--- config.mk ---
export PLATFORM = sky130hd
export DESIGN_NAME = am_node_ctrl
export DESIGN_NICKNAME = d
export VERILOG_FILES = /design/src/rtl/am_pkg.sv /design/src/rtl/am_lookup.sv /design/src/rtl/am_victim.sv /design/src/rtl/am_node_ctrl.sv
export SDC_FILE = /design/constraint.sdc
export NUM_CORES = 1
export LEC_CHECK = 0
export ABC_AREA = 1
export CAP_MARGIN = 10
export CORE_UTILIZATION = 59
export CTS_CLUSTER_DIAMETER = 200
export DETAILED_ROUTE_END_ITERATION = 12
export DONT_BUFFER_PORTS = 1
export HOLD_SLACK_MARGIN = 0.02
export PLACE_DENSITY = 0.78
export SYNTH_ARGS = -nofsm -noshare
export SYNTH_HDL_FRONTEND = slang
export SYNTH_SLANG_ARGS = --single-unit
export TNS_END_PERCENT = 50
--- constraint.sdc ---
create_clock -name clk -period 2.56 [get_ports clk]
set_clock_uncertainty 0.15 [all_clocks]
set_input_delay 0.128 -clock clk [delete_from_list [all_inputs] [get_ports clk]]
set_output_delay 0.128 -clock clk [all_outputs]
set_load 0.02 [all_outputs]
--- src/rtl/am_pkg.sv ---
package am_pkg;
   typedef enum logic [2:0] {
      ST_INV = 3'd0, ST_SHD = 3'd1, ST_EXC = 3'd2,
      ST_RDG = 3'd3, ST_WTG = 3'd4, ST_RWT = 3'd5
   } item_st_t;

   typedef enum logic [2:0] {
      OP_NONE = 3'd0, OP_READ = 3'd1, OP_DATA = 3'd2, OP_ERASE = 3'd3,
      OP_EXCL = 3'd4, OP_OUT = 3'd5, OP_INJECT = 3'd6
   } bus_op_t;

   function automatic logic is_transient(item_st_t s);
      return (s == ST_RDG) || (s == ST_WTG) || (s == ST_RWT);
   endfunction
endpackage

--- src/rtl/am_lookup.sv ---
module am_lookup #(
   parameter int SLOTS = 4,
   parameter int TAG_W = 8,
   localparam int IW = $clog2(SLOTS)
) (
   input  logic                       clk,
   input  logic                       rst_n,
   input  logic [SLOTS-1:0][TAG_W-1:0] tags,
   input  logic [SLOTS-1:0]           live,
   input  logic [TAG_W-1:0]           key,
   output logic                       hit,
   output logic [IW-1:0]              idx
);
   logic [SLOTS-1:0] match;

   for (genvar g = 0; g < SLOTS; g++) begin : g_cmp
      assign match[g] = live[g] && (tags[g] == key);
   end

   always_comb begin
      idx = '0;
      for (int i = 0; i < SLOTS; i++)
         if (match[i]) idx = IW'(i);
   end

   assign hit = |match;

   // allocation only on a miss, so an address never sits in two slots
   a_r7_single_copy: assert property (@(posedge clk) disable iff (!rst_n)
      $countones(match) <= 1);
endmodule

--- src/rtl/am_victim.sv ---
module am_victim
   import am_pkg::*;
#(
   parameter int SLOTS = 4,
   localparam int IW = $clog2(SLOTS)
) (
   input  item_st_t [SLOTS-1:0] st,
   output logic                 found,
   output logic [IW-1:0]        idx
);
   // later loops override earlier ones: Invalid beats Shared beats Exclusive,
   // and the lowest index wins inside each class
   always_comb begin
      found = 1'b0;
      idx   = '0;
      for (int i = SLOTS - 1; i >= 0; i--)
         if (st[i] == ST_EXC) begin found = 1'b1; idx = IW'(i); end
      for (int i = SLOTS - 1; i >= 0; i--)
         if (st[i] == ST_SHD) begin found = 1'b1; idx = IW'(i); end
      for (int i = SLOTS - 1; i >= 0; i--)
         if (st[i] == ST_INV) begin found = 1'b1; idx = IW'(i); end
   end
endmodule

--- src/rtl/am_node_ctrl.sv ---
module am_node_ctrl
   import am_pkg::*;
#(
   parameter int SLOTS  = 4,
   parameter int ADDR_W = 8,
   parameter int DATA_W = 16
) (
   input  logic              clk,
   input  logic              rst_n,
   input  logic              cpu_req,
   input  logic              cpu_we,
   input  logic [ADDR_W-1:0] cpu_addr,
   input  logic [DATA_W-1:0] cpu_wdata,
   output logic              cpu_done,
   output logic              cpu_stall,
   output logic [DATA_W-1:0] cpu_rdata,
   input  logic              bus_in_valid,
   input  logic [2:0]        bus_in_op,
   input  logic [ADDR_W-1:0] bus_in_addr,
   input  logic [DATA_W-1:0] bus_in_data,
   output logic              bus_out_valid,
   output logic [2:0]        bus_out_op,
   output logic [ADDR_W-1:0] bus_out_addr,
   output logic [DATA_W-1:0] bus_out_data,
   output logic              inj_ack
);
   localparam int IW = $clog2(SLOTS);

   initial begin
      assert (SLOTS >= 2 && (1 << IW) == SLOTS) else $fatal(1, "SLOTS must be a power of two >= 2");
      assert (ADDR_W >= 1 && DATA_W >= 1) else $fatal(1, "bad widths");
   end

   item_st_t [SLOTS-1:0]             st_q;
   logic     [SLOTS-1:0][ADDR_W-1:0] tag_q;
   logic     [SLOTS-1:0][DATA_W-1:0] dat_q;
   logic     [SLOTS-1:0]             live;

   for (genvar g = 0; g < SLOTS; g++) begin : g_live
      assign live[g] = (st_q[g] != ST_INV);
   end

   logic          c_hit, b_hit, v_found;
   logic [IW-1:0] c_idx, b_idx, v_idx;

   am_lookup #(.SLOTS(SLOTS), .TAG_W(ADDR_W)) u_cpu_lu (
      .clk(clk), .rst_n(rst_n), .tags(tag_q), .live(live),
      .key(cpu_addr), .hit(c_hit), .idx(c_idx));

   am_lookup #(.SLOTS(SLOTS), .TAG_W(ADDR_W)) u_bus_lu (
      .clk(clk), .rst_n(rst_n), .tags(tag_q), .live(live),
      .key(bus_in_addr), .hit(b_hit), .idx(b_idx));

   am_victim #(.SLOTS(SLOTS)) u_victim (
      .st(st_q), .found(v_found), .idx(v_idx));

   logic              upd, upd_tw, upd_dw;
   logic [IW-1:0]     upd_idx;
   item_st_t          upd_st;
   logic [ADDR_W-1:0] upd_tag;
   logic [DATA_W-1:0] upd_dat;

   always_comb begin
      upd = 1'b0; upd_tw = 1'b0; upd_dw = 1'b0; upd_idx = '0;
      upd_st = ST_INV; upd_tag = '0; upd_dat = '0;
      bus_out_valid = 1'b0; bus_out_op = OP_NONE;
      bus_out_addr = '0; bus_out_data = '0;
      cpu_done = 1'b0; cpu_rdata = '0; inj_ack = 1'b0;
      if (bus_in_valid) begin
         case (bus_in_op)
            OP_DATA: if (b_hit) begin
               upd_idx = b_idx; upd_dat = bus_in_data;
               case (st_q[b_idx])
                  ST_RDG: begin upd = 1'b1; upd_dw = 1'b1; upd_st = ST_SHD; end
                  ST_WTG: begin upd = 1'b1; upd_dw = 1'b1; upd_st = ST_WTG; end
                  ST_RWT: begin
                     upd = 1'b1; upd_dw = 1'b1; upd_st = ST_WTG;
                     bus_out_valid = 1'b1; bus_out_op = OP_ERASE;
                     bus_out_addr = bus_in_addr;
                  end
                  default: ;
               endcase
            end
            OP_EXCL: if (b_hit && st_q[b_idx] == ST_WTG) begin
               upd = 1'b1; upd_idx = b_idx; upd_st = ST_EXC;
            end
            OP_ERASE: if (b_hit) begin
               upd_idx = b_idx;
               case (st_q[b_idx])
                  ST_SHD, ST_EXC: begin upd = 1'b1; upd_st = ST_INV; end
                  ST_WTG: begin
                     upd = 1'b1; upd_st = ST_RWT;
                     bus_out_valid = 1'b1; bus_out_op = OP_READ;
                     bus_out_addr = bus_in_addr;
                  end
                  default: ;
               endcase
            end
            OP_READ: if (b_hit && (st_q[b_idx] == ST_SHD || st_q[b_idx] == ST_EXC)) begin
               bus_out_valid = 1'b1; bus_out_op = OP_DATA;
               bus_out_addr = bus_in_addr; bus_out_data = dat_q[b_idx];
               upd = (st_q[b_idx] == ST_EXC); upd_idx = b_idx; upd_st = ST_SHD;
            end
            OP_INJECT: begin
               if (b_hit) inj_ack = 1'b1;
               else if (v_found && st_q[v_idx] == ST_INV) begin
                  inj_ack = 1'b1; upd = 1'b1; upd_tw = 1'b1; upd_dw = 1'b1;
                  upd_idx = v_idx; upd_st = ST_SHD;
                  upd_tag = bus_in_addr; upd_dat = bus_in_data;
               end
            end
            default: ;
         endcase
      end else if (cpu_req) begin
         if (c_hit) begin
            upd_idx = c_idx;
            case (st_q[c_idx])
               ST_SHD: if (!cpu_we) begin
                  cpu_done = 1'b1; cpu_rdata = dat_q[c_idx];
               end else begin
                  upd = 1'b1; upd_st = ST_WTG;
                  bus_out_valid = 1'b1; bus_out_op = OP_ERASE; bus_out_addr = cpu_addr;
               end
               ST_EXC: begin
                  cpu_done = 1'b1;
                  cpu_rdata = cpu_we ? cpu_wdata : dat_q[c_idx];
                  upd = cpu_we; upd_dw = 1'b1; upd_st = ST_EXC; upd_dat = cpu_wdata;
               end
               default: ;
            endcase
         end else if (v_found) begin
            upd = 1'b1; upd_idx = v_idx;
            if (st_q[v_idx] == ST_INV) begin
               upd_tw = 1'b1; upd_tag = cpu_addr; upd_st = ST_RDG;
               bus_out_valid = 1'b1; bus_out_op = OP_READ; bus_out_addr = cpu_addr;
            end else begin
               upd_st = ST_INV;
               bus_out_valid = 1'b1; bus_out_op = OP_OUT;
               bus_out_addr = tag_q[v_idx]; bus_out_data = dat_q[v_idx];
            end
         end
      end
   end

   assign cpu_stall = cpu_req && !cpu_done;

   always_ff @(posedge clk or negedge rst_n) begin
      if (!rst_n) begin
         for (int i = 0; i < SLOTS; i++) begin
            st_q[i]  <= ST_INV;
            tag_q[i] <= '0;
            dat_q[i] <= '0;
         end
      end else if (upd) begin
         st_q[upd_idx] <= upd_st;
         if (upd_tw) tag_q[upd_idx] <= upd_tag;
         if (upd_dw) dat_q[upd_idx] <= upd_dat;
      end
   end

   // the processor is never completed while the bus has priority
   a_r10_bus_first: assert property (@(posedge clk) disable iff (!rst_n)
      cpu_done |-> !bus_in_valid);

   // the chosen victim is never in a transient state
   a_r7_victim_stable: assert property (@(posedge clk) disable iff (!rst_n)
      v_found |-> !is_transient(st_q[v_idx]));

   // acceptance is only signalled for an inject
   a_r8_ack_on_inject: assert property (@(posedge clk) disable iff (!rst_n)
      inj_ack |-> (bus_in_valid && bus_in_op == OP_INJECT));

   for (genvar g = 0; g < SLOTS; g++) begin : g_chk
      // Waiting becomes Exclusive only after an acknowledge
      a_r3_excl_after_ack: assert property (@(posedge clk) disable iff (!rst_n)
         (st_q[g] == ST_EXC && $past(st_q[g]) == ST_WTG)
            |-> $past(bus_in_valid && bus_in_op == OP_EXCL));
      // Reading becomes Shared only after data
      a_r2_shared_after_data: assert property (@(posedge clk) disable iff (!rst_n)
         (st_q[g] == ST_SHD && $past(st_q[g]) == ST_RDG)
            |-> $past(bus_in_valid && bus_in_op == OP_DATA));
      // Reading-and-Waiting is left only on data
      a_r4_rw_needs_data: assert property (@(posedge clk) disable iff (!rst_n)
         ($past(st_q[g]) == ST_RWT && st_q[g] != ST_RWT)
            |-> $past(bus_in_valid && bus_in_op == OP_DATA));
   end
endmodule

==> run_results.csv, run 1 <==
group,metric,value,unit
outcome,status,"aborted with a tool error",
outcome,stop_stage,"global routing (5_1_grt)",
outcome,error_line,"[ERROR GRT-0232] Routing congestion too high. Check the congestion heatmap in the GUI.",
floorplan,die_h,125,um
global_routing,grt_use_total,86.2,%
sta,worst_endpoint,"cpu_rdata[5]",
yosys,synthesis.nets,1507,
yosys,syn_area_per_cell,6.20,um2
yosys,syn_area,8990,um2
yosys,async_reset_ff_share,100,%
global_routing,grt-ovfl-total,154,
place,gp_congestion,1.01,
clock_network,htreeDepth,3,
yosys,synth_enable_flop_cells,0,
floorplan,num_io_pins,103,
floorplan,initial_core_util,61.2,%
clock_network,cts_sinks,108,
clock_network,numCtsBuffers,9,
sta,endpoint_type,"output port",
yosys,ys_types,36,
global_routing,grt_max_degree,109,
yosys,synthFlopType,"dfrtp_1",
yosys,yosysWarnings,0,
floorplan,fp.dieW,125,um
yosys,ys_seq_area_share,30.0,%
floorplan,num_rows,44,
yosys,ys_ff_latch,108,
yosys,postSynthCellCount,1451,
place,place_hpwl,24900,um
place,port_buffers,0,
clock_network,cts_buffer_depth,2,
clock_network,cts_root_buf,"clkbuf_16",
-- through the flow --
stage               worst slack, ns  setup TNS [ns]  instances  util, %  instance area (um2)
floorplan                    -0.158          -14.55       1451        -                 9190
global placement             -0.700          -86.70       1800     74.5                11000
detailed placement           -0.750          -90.15       1800     74.5                11000
CTS                          -0.657          -78.96       1910     88.2                13000
-- synthesized netlist by cell type, types with 11 or more instances --
cell type | number | area share (%)
nand2_1 | 461 | 19
nand3_1 | 214 | 12
o21ai_0 | 140 | 7.8
dfrtp_1 | 108 | 30
nor2_1 | 104 | 4.3
inv_1 | 98 | 4.1
a21oi_1 | 48 | 2.7
clkbuf_1 | 36 | 1.5
xnor2_1 | 27 | 2.6
buf_2 | 24 | 1.3
a211oi_1 | 19 | 1.6
inv_2 | 19 | 0.79
o211ai_1 | 19 | 1.6
o22ai_1 | 17 | 1.2
nand2_2 | 16 | 1.1
nor3_1 | 13 | 0.72
xor2_1 | 11 | 1.1
-- routing by layer --
layer	GRT usage, %	GRT overflow
met3	72.8	3
met4	91.8	61
met1	85.8	3
met2	100	87
met5	30.0	0
-- what timing repair did --
action	4_1_cts
hold buffers	32
gates cloned	8
endpoints found under the setup margin	155
pin swaps	68
resized for setup	204
setup buffers	57
hold endpoints to repair	180
-- kinds of logic after synthesis --
logic type | share of synthesized area [%]
AND/OR/NAND/NOR | 40.1
AO/OA/AOI/OAI | 16.3
buffers and inverters | 9.77
flip-flops | 30.0
XOR/XNOR | 3.70
==> run 2: changes to the inputs <==
--- a/config.mk
+++ b/config.mk
@@ -7,12 +7,10 @@
 export LEC_CHECK = 0
 export ABC_AREA = 1
 export CAP_MARGIN = 10
-export CORE_UTILIZATION = 59
-export CTS_CLUSTER_DIAMETER = 200
+export CORE_UTILIZATION = 40
 export DETAILED_ROUTE_END_ITERATION = 12
 export DONT_BUFFER_PORTS = 1
-export HOLD_SLACK_MARGIN = 0.02
-export PLACE_DENSITY = 0.78
+export PLACE_DENSITY_LB_ADDON = 0.15
 export SYNTH_ARGS = -nofsm -noshare
 export SYNTH_HDL_FRONTEND = slang
 export SYNTH_SLANG_ARGS = --single-unit
==> constraint.sdc (replaced) <==
create_clock -name clk -period 3.3 [get_ports clk]
set_clock_uncertainty 0.15 [all_clocks]
set_input_delay 0.165 -clock clk [delete_from_list [all_inputs] [get_ports clk]]
set_output_delay 0.165 -clock clk [all_outputs]
set_load 0.02 [all_outputs]
==> run_results.csv, run 2 <==
group,metric,value,unit
outcome,status,"complete, but fails checks",
outcome,violations,"design-rule violations, negative hold slack, negative setup slack",
global_routing,grt_pass1_wl,57100,um
clock_network,numCtsBuffers,9,
global_routing,grt_max_degree,109,
sta,hold_slack,-0.00943,ns
worst_setup_path,crit_arrival,3.09,ns
final_layout,nets,1645,
worst_setup_path,path_cells,"buf_4, nor3_2, or2_2, inv_1, a21boi_0, nor2_1, o21ai_1, nand2_2, clkinv_4, bufbuf_16, a21oi_1, o21ai_0, o21ai_2, nand2_1, o21ai_1, buf_4",
sta,hold_viol,2,
worst_setup_path,crit_fanout,22,
sta,fin_crit,3.41,ns
global_routing,grt-ovfl-total,0,
final_layout,antenna_cells,0,
yosys,postSynthCellCount,1451,
yosys,yosysWarnings,0,
final_layout,largest_register_ffs,64,
sta,max_freq,0.294,GHz
clock_network,worstSkewPairLatency,0.37,ns
worst_setup_path,crit_type,"flop to output pin",
worst_setup_path,slowest_stage,"dfrtp_1",
place,port_buffers,0,
floorplan,fp.dieW,152,um
floorplan,initial_core_util,41.0,%
sta,relSlewSlack,57.9,%
final_layout,drive_above_1_share,26.3,%
floorplan,die_area,23100,um2
final_layout,layout_commonest_cell,"nand2_1",
job,max_cap_viol_count,0,
worst_setup_path,start_kind,"flop",
yosys,synth_enable_flop_cells,0,
final_layout,syn_to_final_growth,35.3,%
final_layout,largestRegisters,"dat_q x64, tag_q x32, st_q x12",
worst_setup_path,r2r_cells,26,
worst_setup_path,cp_slowest_stage_delay,0.39,ns
yosys,synth_common_cells,"nand2_1, nand3_1, o21ai_0",
place,placedCellCount,1803,
sta,tns,-0.323,ns
detailed_routing,detail_route.wl_per_cell,20.6,um
floorplan,coreArea,22000,um2
clock_network,htreeDepth,3,
floorplan,die_h,152,um
place,place_area,10200,um2
power,p_leak,5.65,nW
worst_setup_path,r2r_start,"tag_q[11]$_DFFE_PN0P_",
sta,rsz0062_at_grt,"yes",
place,place_hpwl,25000,um
sta,tightest_slew,0.631,ns
detailed_routing,via_count,10900,
yosys,synth_top_cell_by_area,"dfrtp_1",
yosys,synth_top_area_share,30.0,%
worst_setup_path,critPathLaunch,"st_q[11]$_DFFE_PN0P_",
floorplan,num_rows,54,
sta,fin_crit_sh,103,%
global_routing,antenna_found_initial,0,
clock_network,cts_buffer_depth,2,
final_layout,regMostFlops,"dat_q",
yosys,synthFlopType,"dfrtp_1",
yosys,syn_area,8990,um2
worst_setup_path,worstSetupEndpoint,"bus_out_addr[3]",
detailed_routing,dr.pass1.iters,10,
global_routing,grt_pass1_vias,9810,
worst_setup_path,r2r_end,"dat_q[46]$_DFFE_PN0P_",
final_layout,fin_cells,1874,
final_layout,fin_area,12200,um2
detailed_routing,drc,10,
power,ir_drop,0.000389,V
yosys,synth_area_leaders,"dfrtp_1, nand2_1, nand3_1",
detailed_routing,drtAntennaViolNets,0,
worst_setup_path,cp.required,2.98,ns
detailed_routing,drtIter0Drc,1174,
power,powerDensity,668,nW/um2
worst_setup_path,critical_path_cell_count,16,
place,pre_cts_ws,-0.00839,ns
yosys,async_reset_ff_share,100,%
clock_network,path_clk_slew,0.09,ns
worst_setup_path,crit_family,"buffers and inverters",
worst_setup_path,endpoint_kind,"output pin",
yosys,synthesis.nets,1507,
clock_network,cts_sinks,108,
worst_setup_path,path_buf_inv,5,
yosys,ys_seq_area_share,30.0,%
yosys,ys_types,36,
clock_network,cts_tree,"done",
sta,setup_viol,11,
yosys,syn_area_per_cell,6.20,um2
global_routing,grt_use_total,32.1,%
clock_network,cts_root_buf,"clkbuf_16",
floorplan,num_io_pins,103,
yosys,ys_ff_latch,108,
final_layout,final_util,55.4,%
place,gp_congestion,0.940,
sta,finalMaxSlewViolations,0,
yosys,synth.most_common_cell,"nand2_1",
detailed_routing,totalWireLength,38500,um
worst_setup_path,r2r_slack,0.13,ns
sta,fin_ws,-0.107,ns
final_layout,mostFrequentLayoutCells,"nand2_1, nand3_1, buf_4",
worst_hold_path,hold_class,"input pin to flop",
detailed_routing,viasPerCell,5.83,
-- run 2: final cells by class --
class                           instances  area (um2)
Clock inverter                          6        68.8
Tap cell                              280         350
Fill cell                            2154        9790
Clock buffer                           10         239
Sequential cell                       108        2710
Multi-Input combinational cell       1141        6240
Timing Repair Buffer                  206        2070
Inverter                              123         497
-- run 2: what timing repair did --
action	CTS	global route
setup buffers	21	21
pin swaps	17	41
hold buffers	6	1
endpoints found under the setup margin	68	143
cloned	4	4
gates resized for setup	95	196
endpoints found under the hold margin	112	4
-- run 2: cell families (layout without fill, tap and decap cells) --
| group | Yosys count | after routing | share of synthesized area, % |
|---|---|---|---|
| compound gates | 260 | 260 | 16.3 |
| xor+xnor | 38 | 38 | 3.70 |
| simple gates | 843 | 843 | 40.1 |
| buf+inv | 202 | 345 | 9.77 |
| flops | 108 | 108 | 30.0 |
-- run 2: worst min path at each step --
stage / from / to / slack, ns / cells after the start
floorplan: rst_n / dat_q[0]$_DFFE_PN0P_ / -0.28 / 0
global placement: rst_n / st_q[4]$_DFFE_PN0P_ / -0.27 / 0
detailed placement: rst_n / st_q[4]$_DFFE_PN0P_ / -0.27 / 0
CTS: bus_in_data[13] / dat_q[13]$_DFFE_PN0P_ / 0.009 / 4
global route: bus_in_addr[0] / tag_q[0]$_DFFE_PN0P_ / 0.002 / 4
finish: bus_in_addr[0] / tag_q[16]$_DFFE_PN0P_ / -0.009 / 4
-- run 2: layer usage --
metal	track usage, %	up-vias	wire (um)
li1	-	5075	-
met1	43.7	5070	16000
met2	50.5	671	17200
met3	6.87	117	3890
met4	10.3	0	1420
met5	0	-	0
-- run 2: worst reg2reg max path, delay by kind of cell (launching register included) --
family	cells	cell delay [ns]
simple gates	21	1.87
buf+inv	5	0.61
flops	1	0.43
-- run 2: per-stage QoR --
stage | hold WS [ns] | power (W)
final | -0.00943 | 0.00814
after global routing | 0.00209 | 0.00852
after CTS | 0.00856 | 0.00726
after detailed placement | -0.273 | 0.00564
after global placement | -0.274 | 0.00563
after floorplan | -0.281 | 0.00409
-- run 2: power breakdown --
group	switching, W	total, W	internal (W)	leakage, nW
Clock	0.000601	0.00116	0.000558	0.147
Combinational	0.00321	0.00527	0.00205	4.02
Sequential	0.000209	0.00171	0.00150	1.48
(Power assumes the default switching activity.)
